`src/rtl/cmd_frame_pkg.sv`:
```
package cmd_frame_pkg;
   localparam int FRAME_W = 32;
   localparam int DEV_W   = 5;
   localparam int REG_W   = 6;
   localparam int VAL_W   = 8;
   localparam int CRC_W   = 8;
   localparam int HDR_W   = DEV_W + REG_W + VAL_W + 1 + 1;
   localparam logic [2:0] TAIL_BITS = 3'b010;

   typedef enum logic [1:0] {
      ST_IDLE,
      ST_SHIFT,
      ST_TAIL,
      ST_FIN
   } tx_state_e;

   typedef struct packed {
      logic [DEV_W-1:0] dev;
      logic [REG_W-1:0] regad;
      logic [VAL_W-1:0] val;
      logic             all;
   } cmd_fields_t;
endpackage

```
`src/rtl/cmd_frame_pack.sv`:
```
module cmd_frame_pack
   import cmd_frame_pkg::*;
#(
   parameter logic [CRC_W-1:0] CRC_POLY = 8'h2F
) (
   input  cmd_fields_t        fields,
   output logic [FRAME_W-1:0] frame
);
   localparam int TAIL_W = FRAME_W - HDR_W - CRC_W;

   logic [HDR_W-1:0] header;
   logic [CRC_W-1:0] rem_chain [0:HDR_W];

   assign header       = {fields.dev, fields.regad, fields.val, fields.all, 1'b0};
   assign rem_chain[0] = '0;

   // Horner division: shift one header bit in per stage, reduce by the polynomial.
   genvar gi;
   generate
      for (gi = 0; gi < HDR_W; gi++) begin : g_div
         assign rem_chain[gi+1] = {rem_chain[gi][CRC_W-2:0], header[HDR_W-1-gi]}
                                  ^ (rem_chain[gi][CRC_W-1] ? CRC_POLY : '0);
      end
      if (TAIL_W != 3) begin : g_bad_tail
         $error("cmd_frame_pack: frame layout leaves no 3-bit tail");
      end
   endgenerate

   assign frame = {header, rem_chain[HDR_W], TAIL_BITS};
endmodule

```
`src/rtl/cmd_frame_clkdiv.sv`:
```
module cmd_frame_clkdiv #(
   parameter int HALF_DIV = 4
) (
   input  logic clk,
   input  logic rst_n,
   input  logic run,
   output logic tick
);
   localparam int CW = (HALF_DIV > 1) ? $clog2(HALF_DIV) : 1;

   generate
      if (HALF_DIV == 1) begin : g_direct
         assign tick = run;
      end else begin : g_count
         logic [CW-1:0] cnt;
         assign tick = run && (cnt == CW'(HALF_DIV - 1));
         always_ff @(posedge clk or negedge rst_n) begin
            if (!rst_n)     cnt <= '0;
            else if (!run)  cnt <= '0;
            else if (tick)  cnt <= '0;
            else            cnt <= cnt + 1'b1;
         end
      end
   endgenerate
endmodule

```
`src/rtl/cmd_frame_shifter.sv`:
```
module cmd_frame_shifter
   import cmd_frame_pkg::*;
(
   input  logic               clk,
   input  logic               rst_n,
   input  logic               start,
   input  logic [FRAME_W-1:0] frame_in,
   input  logic               tick,
   output logic               run,
   output logic               busy,
   output logic               done,
   output logic               sclk,
   output logic               cs_n,
   output logic               mosi
);
   localparam int EW = $clog2(FRAME_W);

   tx_state_e          state;
   logic [FRAME_W-1:0] shreg;
   logic [EW-1:0]      fall_cnt;

   assign run  = (state == ST_SHIFT) || (state == ST_TAIL);
   assign busy = (state != ST_IDLE);

   always_ff @(posedge clk or negedge rst_n) begin
      if (!rst_n) begin
         state    <= ST_IDLE;
         shreg    <= '0;
         fall_cnt <= '0;
         done     <= 1'b0;
         sclk     <= 1'b0;
         cs_n     <= 1'b1;
         mosi     <= 1'b0;
      end else begin
         done <= 1'b0;
         unique case (state)
            ST_IDLE: begin
               if (start) begin
                  shreg    <= frame_in;
                  fall_cnt <= '0;
                  cs_n     <= 1'b0;
                  state    <= ST_SHIFT;
               end
            end
            ST_SHIFT: begin
               if (tick) begin
                  if (!sclk) begin
                     sclk  <= 1'b1;
                     mosi  <= shreg[FRAME_W-1];
                     shreg <= {shreg[FRAME_W-2:0], 1'b0};
                  end else begin
                     sclk <= 1'b0;
                     if (fall_cnt == EW'(FRAME_W - 1)) state <= ST_TAIL;
                     else                              fall_cnt <= fall_cnt + 1'b1;
                  end
               end
            end
            ST_TAIL: begin
               if (tick) begin
                  cs_n  <= 1'b1;
                  mosi  <= 1'b0;
                  state <= ST_FIN;
               end
            end
            ST_FIN: begin
               done  <= 1'b1;
               state <= ST_IDLE;
            end
            default: state <= ST_IDLE;
         endcase
      end
   end
endmodule

```
`src/rtl/cmd_frame_tx.sv`:
```
module cmd_frame_tx
   import cmd_frame_pkg::*;
#(
   parameter int               HALF_DIV = 4,
   parameter logic [CRC_W-1:0] CRC_POLY = 8'h2F
) (
   input  logic             clk,
   input  logic             rst_n,
   input  logic             start,
   input  logic [DEV_W-1:0] dev_addr,
   input  logic [REG_W-1:0] reg_addr,
   input  logic [VAL_W-1:0] wr_val,
   input  logic             bcast,
   output logic             busy,
   output logic             done,
   output logic             sclk,
   output logic             cs_n,
   output logic             mosi
);
   generate
      if (HALF_DIV < 1) begin : g_bad_div
         $error("cmd_frame_tx: HALF_DIV must be at least 1");
      end
   endgenerate

   cmd_fields_t        fields;
   logic [FRAME_W-1:0] frame;
   logic               tick;
   logic               run;

   assign fields = '{dev: dev_addr, regad: reg_addr, val: wr_val, all: bcast};

   cmd_frame_pack #(.CRC_POLY(CRC_POLY)) u_pack (
      .fields (fields),
      .frame  (frame)
   );

   cmd_frame_clkdiv #(.HALF_DIV(HALF_DIV)) u_div (
      .clk   (clk),
      .rst_n (rst_n),
      .run   (run),
      .tick  (tick)
   );

   cmd_frame_shifter u_shift (
      .clk      (clk),
      .rst_n    (rst_n),
      .start    (start),
      .frame_in (frame),
      .tick     (tick),
      .run      (run),
      .busy     (busy),
      .done     (done),
      .sclk     (sclk),
      .cs_n     (cs_n),
      .mosi     (mosi)
   );
endmodule

```
`config.mk`:
```
export PLATFORM = sky130hd
export DESIGN_NAME = cmd_frame_tx
export DESIGN_NICKNAME = d
export VERILOG_FILES = /design/src/rtl/cmd_frame_pkg.sv /design/src/rtl/cmd_frame_pack.sv /design/src/rtl/cmd_frame_clkdiv.sv /design/src/rtl/cmd_frame_shifter.sv /design/src/rtl/cmd_frame_tx.sv
export SDC_FILE = /design/constraint.sdc
export NUM_CORES = 1
export LEC_CHECK = 0
export ABC_AREA = 1
export CELL_PAD_IN_SITES_DETAIL_PLACEMENT = 1
export CELL_PAD_IN_SITES_GLOBAL_PLACEMENT = 1
export CORE_MARGIN = 10
export CORE_UTILIZATION = 39
export CTS_CLUSTER_SIZE = 24
export DETAILED_ROUTE_END_ITERATION = 16
export HOLD_SLACK_MARGIN = 0.02
export PLACE_DENSITY = 0.74
export SLEW_MARGIN = 0
export SYNTH_ARGS = -nofsm -noshare
export SYNTH_HDL_FRONTEND = slang
export SYNTH_HIERARCHICAL = 1
export SYNTH_SLANG_ARGS = --single-unit
```
`constraint.sdc`:
```
create_clock -name clk -period 1.55 [get_ports clk]
set_clock_uncertainty 0.1 [all_clocks]
set_input_delay 0.465 -clock clk [delete_from_list [all_inputs] [get_ports clk]]
set_output_delay 0.465 -clock clk [all_outputs]
set_load 0.02 [all_outputs]
```
# Yosys cells after proc, flatten, opt, wreduce, memory -nomap -nowiden
# Index checks and enable logic that the tools add are counted.
[op_classes]
reduce_logical = 13
n_eq_ne = 12
bitwise_logic = 13
add_sub_neg = 2
n_mux = 39
[op_table]
columns = ["op", "count"]
rows = [
  ["two-way mux 32 bit", 3],
  ["two-way mux 6 bit", 13],
  ["case mux 32 bit (2 select lines)", 1],
  ["XOR 8 x 6 -> 8 bit", 8],
  ["XOR 8 bit", 5],
  ["two-way mux 5 bit", 4],
  ["two-way mux 2 bit", 7],
  ["inequality test 2 bit (second input constant)", 6],
  ["case mux 5 bit (2 select lines)", 1],
  ["AND reduction 5 bit", 2],
  ["case mux 2 bit (4 select lines)", 1],
  ["AND reduction 4 bit", 2],
  ["nonzero test 2 bit", 4],
  ["two-way mux 1 bit", 7],
  ["== test 2 bit (second input constant)", 3],
  ["adder 5 x 1 -> 5 bit (second input constant)", 1],
  ["== test 5 bit (second input constant)", 1],
  ["case mux 1 bit (2 select lines)", 2],
  ["AND reduction 3 bit", 1],
  ["adder 2 x 1 -> 2 bit (second input constant)", 1],
  ["== test 2 x 1 -> 1 bit (second input constant)", 1],
  ["zero test 2 bit", 1],
  ["inequality test 2 x 1 -> 1 bit (second input constant)", 1],
  ["AND reduction 2 bit", 1],
  ["other kinds (2)", 2],
]
[word_totals]
out_inout_bits = 5
word_cells = 87
reg_bits = 45

# Depth between registers and ports, before layout
# Gate-level depths: netlist of run 1.
[logic_depth]
word_depth = 28
mapped_depth = 20
mapped_depth_nobuf = 19

# Hierarchy
# Netlist of run 1, hierarchy kept.
[modules_own_cells]
columns = ["mod", "area_each_um2", "seq_area_each_um2", "instances", "cells_per_inst"]
rows = [
  ["cmd_frame_shifter", 2356.0, 1077.3, 1, 260],
  ["cmd_frame_pack", 1079.8, 0.0, 1, 210],
  ["cmd_frame_clkdiv", 88.8, 50.0, 1, 10],
]

# Least setup slack after synthesis of run 1
# Ideal clock, no wire load.
[synth_timing]
path_type = "input to register"
from = "in dev_addr[1]"
to = "reg u_shift.shreg[7]"
path_stages = 17
setup_slack_ns = -0.583
t_arrival_ns = 1.910
n_path_buf = 1
path_cell_list = "buf_6 nand2_1 nand2_1 nand2_1 nand2_2 inv_2 nand2_1 nand2_1 xor2_1 inv_1 nand2_2 nand2_1 nand2_1 nand2_1 or2_2 o21ai_0 o21ai_2"
[synth_between]
elab_chain_len = 18
[synth_rtl]
columns = ["element", "line_no", "text"]
rows = [
  ["start, declared", "cmd_frame_tx.sv:10", "input logic [DEV_W-1:0] dev_addr,"],
  ["XOR 8 bit * (3 in a row)", "cmd_frame_pack.sv:22", "^ (rem_chain[gi][CRC_W-1] ? CRC_POLY : '0);"],
  ["two-way mux 6 bit *", "cmd_frame_pack.sv:22", ""],
  ["XOR 8 bit * (2 in a row)", "cmd_frame_pack.sv:22", ""],
  ["XOR 8 x 6 -> 8 bit *", "cmd_frame_pack.sv:22", ""],
  ["two-way mux 6 bit / XOR 8 x 6 -> 8 bit (equally long branches)", "cmd_frame_pack.sv:22", ""],
  ["XOR 8 x 6 -> 8 bit * (3 in a row)", "cmd_frame_pack.sv:22", ""],
  ["two-way mux 6 bit / XOR 8 x 6 -> 8 bit (equally long branches)", "cmd_frame_pack.sv:22", ""],
  ["XOR 8 x 6 -> 8 bit * (4 in a row)", "cmd_frame_pack.sv:22", ""],
  ["net frame[7]", "cmd_frame_tx.sv:27", "logic [FRAME_W-1:0] frame;"],
  ["two-way mux 32 bit *", "cmd_frame_shifter.sv:38", "if (start) begin"],
  ["case mux 32 bit (2 select lines) *", "cmd_frame_shifter.sv:36", "unique case (state)"],
  ["end signal, assigned", "cmd_frame_shifter.sv:39", "shreg <= frame_in;"],
  ["end signal, assigned", "cmd_frame_shifter.sv:50", "shreg <= {shreg[FRAME_W-2:0], 1'b0};"],
  ["end, declared", "cmd_frame_shifter.sv:19", "logic [FRAME_W-1:0] shreg;"],
]
# Mark *: on every way through the listed nets, which the timed path passes. The rest lies on a longest branch. The select of a mux whose other input is x is not followed.
# A chain may end at the register's enable or synchronous reset.

# Final worst setup path of run 1
[layout_timing]
from = "in dev_addr[2]"
to = "reg u_shift.shreg[5]"
[layout_between]
elab_chain_len = 19
[layout_rtl]
columns = ["element", "line_no"]
rows = [
  ["XOR 8 bit * (2 in a row)", "cmd_frame_pack.sv:22"],
  ["two-way mux 6 bit *", "cmd_frame_pack.sv:22"],
  ["XOR 8 bit * (3 in a row)", "cmd_frame_pack.sv:22"],
  ["two-way mux 6 bit", "cmd_frame_pack.sv:22"],
  ["XOR 8 x 6 -> 8 bit * (3 in a row)", "cmd_frame_pack.sv:22"],
  ["two-way mux 6 bit", "cmd_frame_pack.sv:22"],
  ["XOR 8 x 6 -> 8 bit * (3 in a row)", "cmd_frame_pack.sv:22"],
  ["two-way mux 6 bit", "cmd_frame_pack.sv:22"],
  ["XOR 8 x 6 -> 8 bit * (2 in a row)", "cmd_frame_pack.sv:22"],
  ["net frame[5]", "cmd_frame_tx.sv:27"],
  ["two-way mux 32 bit *", "cmd_frame_shifter.sv:38"],
  ["case mux 32 bit (2 select lines) *", "cmd_frame_shifter.sv:36"],
]
# Marks and branches as above.

==> results by group, run 1 <==
Critical path
  • Crit Path Class: input pin to flip-flop
  • Worst setup SP type: input pin
  • WP buf/inv: 5
  • Worst path arrival time: roughly 2.2 ns
  • CP Capture Type: flip-flop
  • Crit-path max FO: 4
  • Cell-by-cell trace of the critical path: buf_6 > inv_4 > nand2_4 > nand2_8 > nand2_2 > nand2_2 > inv_2 > nand2_4 > nand2_1 > nand2_1 > nand2_2 > inv_2 > nand2_2 > nand2_2 > inv_2 > nand2_1 > nand2_1 > or2_1 > o21ai_2 > o21ai_2
  • CP Data Required Time: ~1.7 ns
  • Worst path top cell family by delay: simple AND/OR/NAND/NOR gates
  • Cell mode on critical path: nand2_2
  • Crit-path max cell delay: 0.22 ns
  • Slowest-stage cell, CP: or2_1

Die
  • Die Ht: between 100 and 150 µm
  • Die Wd: 115 µm
  • Die area: 13200 µm²
  • Core region area: between 8000 and 9000 µm²
  • Initial core utilization: 0.402
  • Io pins: 28
  • Row Count: 34

Route
  • DR iter-0 viols: 134
  • Drc violations: 0
  • Routed WL: 12200 µm
  • Vias per cell: slightly above 5
  • Vias: 3344
  • ANT nets after route: 0
  • Router iterations before antenna repair: 4
  • Routed len/inst: 18.6 µm

Cells and area
  • Layout cells sized above 1: 0.601
  • Ant. Diodes: 0
  • Area grow syn2layout: 47.4%
  • Final Core Density: 0.593
  • Final Non-Filler Cells: ~660
  • Nets@finish: 576

Status
  • Status: finished with violations
  • Failing checks: negative setup slack

Clock network
  • Clk sinks: 45
  • H-tree depth: 2
  • Insertion delay to the later sink of the worst-skew pair: approximately 0.3 ns
  • Num CTS Buffers: 5
  • Deepest clock path buffer count: 2
  • CTS clk-pin slew, worst paths: around 0.09 ns
  • CTS Root Cell: clkbuf_8
  • CTS tree: built

Timing
  • RSZ-0062 raised after global routing: yes
  • Fin crit share: 1.37
  • Final worst slack: -0.568 ns
  • Max Slew Vio Count: 0
  • Final Critical Period: 2.12 ns
  • Final TNS setup: -11.62 ns
  • Final hold violations: 0
  • Setup Viol. Count Final: 42
  • Max Freq: between 400 and 500 MHz

Worst hold path
  • Hold crit path type: flip-flop to flip-flop

Global route
  • Number of global-route vias before repair: 3573
  • Grt ovf: 0
  • GRT Total Usage: 0.154
  • Pin count of the biggest net entering global routing: 32
  • Initial antenna violation count: 0
  • First-pass GRT wire length: approximately 17000 µm

Placement
  • Setup WS pre-CTS: -1.30 ns
  • Placed cells: just over 600
  • DPL Wire Length: approximately 6900 µm
  • GP Congestion: between 0.8 and 0.9
  • PortBufs: 27

Logic synthesis
  • Synth Flop Type: dfrtp_1
  • #FFs+latches synth: 45
  • Synth area leaders: dfrtp_1 (31%), nand2_1 (16%), o21ai_2 (7.7%)
  • Cells after synthesis: 480
  • Synth warn: 6
  • Most common cell in the netlist: nand2_1
  • Distinct cells, synth: 29
  • Syn Std Cell Area: 3520 µm²
  • Top cells by count, synth: nand2_1 (148), dfrtp_1 (44), inv_1 (35)
  • Post-Syn Area per Cell: 7.34 µm²
  • Seq/Total Area, Yosys: 0.320
  • Number of synthesized flops with an enable pin: 0
  • Synth async-reset ratio: 1.00
  • Post-synth top area cell: dfrtp_1
  • Area share of the largest cell type after synthesis: 0.312

Power
  • PwrDens: 1830 nW/µm²
  • Pleak: ~0.0026 µW
  • VDD IR max: roughly 640 µV
  • Final Power: about 9500 µW

Job
  • Max-cap violation count: 0
## logic make-up (layout without fill, tap and decap cells)
kind of cell	after synthesis	in the layout	synth area share
AOI/OAI and AO/OA	69	69	0.132
adders and majority gates	7	7	0.0248
DFF	45	45	0.320
other	2	4	0.00213
and+or+nand+nor	262	262	0.356
xor gates and xnor gates	10	10	0.0249
buffers and inverters	85	150	0.141
## worst reg2reg max path, cell delays in order (launching register included)
cell and delay, ns:
dfrtp_1 0.37, buf_6 0.11, inv_4 0.03, ha_4 0.26
nand2_2 0.05, inv_2 0.08, inv_4 0.05, nand2_4 0.07
nand4_4 0.20, buf_6 0.20, buf_12 0.14, nand2_1 0.07
o21ai_2 0.06
## power by group
| group | total, µW | internal, µW | switching [µW] | leakage [µW] |
|---|---|---|---|---|
| logic | 6580 | 2990 | 3590 | 0.00198 |
| clock network | 743 | 314 | 429 | 0.0000450 |
| registers | 2170 | 1740 | 424 | 0.000562 |
| total | 9490 | 5050 | 4440 | 0.00258 |
## routing by layer
| metal | track usage | vias up | share of wire |
|---|---|---|---|
| li1 | - | 1612 | - |
| met1 | 0.193 | 1660 | 0.41 |
| met2 | 0.269 | 58 | 0.54 |
| met3 | 0.0193 | 14 | 0.027 |
| met4 | 0.0446 | 0 | 0.020 |
| met5 | 0 | - | 0 |
## path summary, 6_finish.rpt
kind	start	end	slack [ns]	cells past startpoint
worst max-delay path	dev_addr[2]	u_shift/shreg[5]	-0.57	20
worst min-delay path	u_div/g_count.cnt[0]	u_div/g_count.cnt[0]	0.34	1
worst max register to register	u_shift/state[0]	u_shift/shreg[9]	-0.33	12
worst min register to register	u_div/g_count.cnt[0]	u_div/g_count.cnt[0]	0.34	1
max in group asynchronous	rst_n	u_shift/shreg[20]	0.34	3
min in group asynchronous	rst_n	u_shift/done	0.51	2
## area by class of cell
cell class | instances | area, µm²
timing repair buffer | 95 | 945
clock inverter | 2 | 10.0
clock buffer | 6 | 72.6
tap | 108 | 135
sequential | 45 | 1130
fill | 1027 | 3570
multi-input combinational | 352 | 2680
inverter | 47 | 226
## through the flow
stage / hold slack [ns] / cell area, µm²
final: 0.336 / 5200
after global routing: 0.352 / 5200
after CTS: 0.340 / 4560
after detailed placement: 0.316 / 4100
after global placement: 0.311 / 4100
after floorplan: 0.0694 / 3660
## flip-flops by register name, summed over array words and instances, names as in the netlist
register / count
u_shift/done: 1
u_shift/mosi: 1
u_shift/sclk: 1
u_shift/shreg: 32
u_shift/cs_n: 1
u_shift/state: 2
u_shift/fall_cnt: 5
u_div/g_count.cnt: 2
## cell usage in the layout, fill, tap and decap left out, drive strengths merged
cell type      instances
nand3b                 2
nand3                 32
clkinv                 4
xor2                   8
dlygate4sd3            1
nand4                  4
ha                     7
clkbuf                10
dfstp                  1
nor3b                  1
dlygate4sd2            2
o21ai                 66
conb                   4
dfrtp                 44
clkdlybuf4s50          8
or2                   31
inv                   45
clkdlybuf4s15          1
nand2                181
nor2                  11
xnor2                  2
buf                   79
o211ai                 1
a21oi                  2
## repair_timing
item	in CTS	in global routing
setup endpoints to repair	45	46
resized for setup	123	170
cloned	2	2
buffers inserted	17	14
pin swaps	56	62
endpoints found under the hold margin	13	0
hold buffers	1	0
(Power assumes the default switching activity.)
==> run 2: changes to the inputs <==
Settings changed: CAP_MARGIN from default to 10, SETUP_SLACK_MARGIN from default to 0.5.
==> run 2 against run 1 <==
Effect of this change:
- the run still ends with negative setup slack left
- sequential cell count unchanged
- maximum frequency down 2.8%
- count of clock-buffer cells in the layout down 1
- wire length up 12%
- sequential share of layout area down 0.49 points
- worst setup slack worse by 0.061 ns
- die area unchanged
- total power up 19%
- final area up 2.4%
- global-route usage up 2.4 points
- non-clock buffer count up 17
- via count up 6.0%
==> results by group, run 2 (synthesized netlist as in run 1, its figures left out) <==
Status
  • Status: finished with violations
  • Failing checks: negative setup slack

Route
  • Vias: 3544 (+6.0%)
  • DR iter-0 viols: 208 (+55%)
  • ANT nets after route: 0 (unchanged)
  • Routed WL: 13600 µm (+12%)
  • Vias per cell: 5.27 (+3.3%)
  • Routed len/inst: 20.2 µm (+8.8%)
  • Drc violations: 0 (unchanged)
  • Router iterations before antenna repair: 4 (unchanged)

Job
  • Max-cap violation count: 0 (unchanged)

Global route
  • Grt ovf: 0 (unchanged)
  • Pin count of the biggest net entering global routing: 46 (+44%)
  • Number of global-route vias before repair: 3793 (+6.2%)
  • GRT Total Usage: 0.178 (+0.0244)
  • First-pass GRT wire length: 19000 µm (+12%)
  • Initial antenna violation count: 0 (unchanged)

Timing
  • Max Freq: 459 MHz (-2.8%)
  • Final Critical Period: 2.18 ns (+0.0605 ns)
  • RSZ-0062 raised after global routing: yes
  • Fin crit share: 1.41 (+0.0390)
  • Setup Viol. Count Final: 42 (unchanged)
  • Max Slew Vio Count: 0 (unchanged)
  • Final hold violations: 0 (unchanged)
  • Final worst slack: -0.629 ns (-0.0605 ns)

Critical path
  • Reg2reg end: u_shift/shreg[3]
  • Worst setup SP type: input pin
  • Worst path arrival time: 2.28 ns (+0.06 ns)
  • CP Capture Type: flip-flop
  • Worst r2r src: u_shift/state[0]
  • Crit Path Class: input pin to flip-flop
  • CP Data Required Time: 1.65 ns (about the same)
  • Crit-path max FO: 7 (+3)
  • Flop-to-flop setup slack: -0.37 ns (-0.04 ns)
  • Reg2reg path depth: 12 (unchanged)

Placement
  • Dpl cell area: 4150 µm² (+1.2%)
  • GP Congestion: 0.780 (-3.6%)
  • Placed cells: 622 (unchanged)
  • DPL Wire Length: 6800 µm (-2.0%)
  • PortBufs: 27 (unchanged)

Die
  • Initial core utilization: 0.402 (unchanged)
  • Core region area: 8760 µm² (unchanged)
  • Io pins: 28 (unchanged)
  • Row Count: 34 (unchanged)
  • Die Ht: 115 µm (unchanged)
  • Die area: 13200 µm² (unchanged)
  • Die Wd: 115 µm (unchanged)

Clock network
  • H-tree depth: 2 (unchanged)
  • CTS Root Cell: clkbuf_8
  • CTS tree: built
  • CTS clk-pin slew, worst paths: 0.10 ns (about the same)
  • Num CTS Buffers: 5 (unchanged)
  • Insertion delay to the later sink of the worst-skew pair: 0.30 ns (about the same)
  • Deepest clock path buffer count: 2 (unchanged)
  • Clk sinks: 45 (unchanged)
  • Hold-fix buffers, CTS: 0 (-1)

Cells and area
  • Most common cell after layout, fill and taps aside: nand2_1
  • Nets@finish: 593 (+3.0%)
  • Largest Register: u_shift/shreg
  • Layout cells sized above 1: 0.580 (-0.0217)
  • Most frequent cells in the layout: nand2_1 (85), nand2_2 (53), buf_4 (45)
  • Ant. Diodes: 0 (unchanged)
  • Top flop regs: u_shift/shreg x32, u_shift/fall_cnt x5
  • Max reg flops: 32 (unchanged)
  • Final Non-Filler Cells: 672 (+2.6%)
  • Fin area: 5320 µm² (+2.4%)
  • Area grow syn2layout: 51.0%

Worst hold path
  • Hold crit path type: input pin to async pin

Power
  • PwrDens: 2120 nW/µm² (+16%)
  • VDD IR max: 833 µV (+30%)
  • Pleak: 0.00265 µW (+2.7%)
run 2: worst max-delay path, cell delays in order:
cell and delay, ns:
buf_6 0.10, buf_12 0.14, xnor2_2 0.24, nand2_4 0.11, nand2_2 0.09, buf_4 0.11
buf_4 0.09, nand3_2 0.09, nand2_1 0.13, nand2_2 0.10, nand2_1 0.08, nand2_1 0.05
nand2_1 0.06, inv_1 0.05, or2_4 0.23, o21ai_2 0.06, o21ai_2 0.08
run 2: final cells by class:
type	count	area, µm²
multi-input cells	352	2520
clock buffers	5	68.8
inverters	47	215
flip-flops and latches	45	1130
well taps	108	135
fillers	1010	3440
clock inverters	3	17.5
repair buffers	112	1240
run 2: metrics by stage:
stage                     setup slack, ns  hold slack [ns]  utilization  TNS [ns]  power, µW
after global routing               -0.707           0.0262        0.607    -15.61      11900
final                              -0.629           0.0300        0.607    -12.75      11300
after detailed placement            -1.29            0.336        0.473    -19.39       6980
after CTS                          -0.470           0.0412        0.563     -9.29       9990
after floorplan                    -0.515           0.0694            -     -6.22       5830
after global placement              -1.21            0.320        0.473    -18.13       6770
run 2: power breakdown:
group / switching [µW] / total, µW / internal, µW
combinational: 4150 / 8280 / 4140
sequential: 495 / 2240 / 1740
clock: 442 / 755 / 313
total: 5080 / 11300 / 6190
run 2: metal layers:
layer  track usage  share of wire  up-vias
met5             0              0        -
met4        0.0677          0.035        0
met3        0.0255          0.031       36
met2         0.330           0.54       88
met1         0.200           0.39     1776
li1              -              -     1644
run 2: what timing repair did:
action / in CTS / in global routing
endpoints found under the hold margin: 0 / 0
pin swaps: 66 / 36
gates cloned: 6 / 1
endpoints found under the setup margin: 49 / 50
setup buffers: 23 / 12
gates resized for setup: 177 / 60
run 2: worst max path at each step:
| stage | to | from | slack (ns) |
|---|---|---|---|
| after global placement | u_shift/shreg[4] | dev_addr[3] | -1.21 |
| final | u_shift/shreg[8] | dev_addr[1] | -0.63 |
| after global routing | u_shift/shreg[8] | dev_addr[1] | -0.71 |
| after floorplan | u_shift/shreg[4] | dev_addr[1] | -0.51 |
| after detailed placement | u_shift/shreg[6] | dev_addr[3] | -1.29 |
| after CTS | u_shift/shreg[7] | dev_addr[1] | -0.47 |
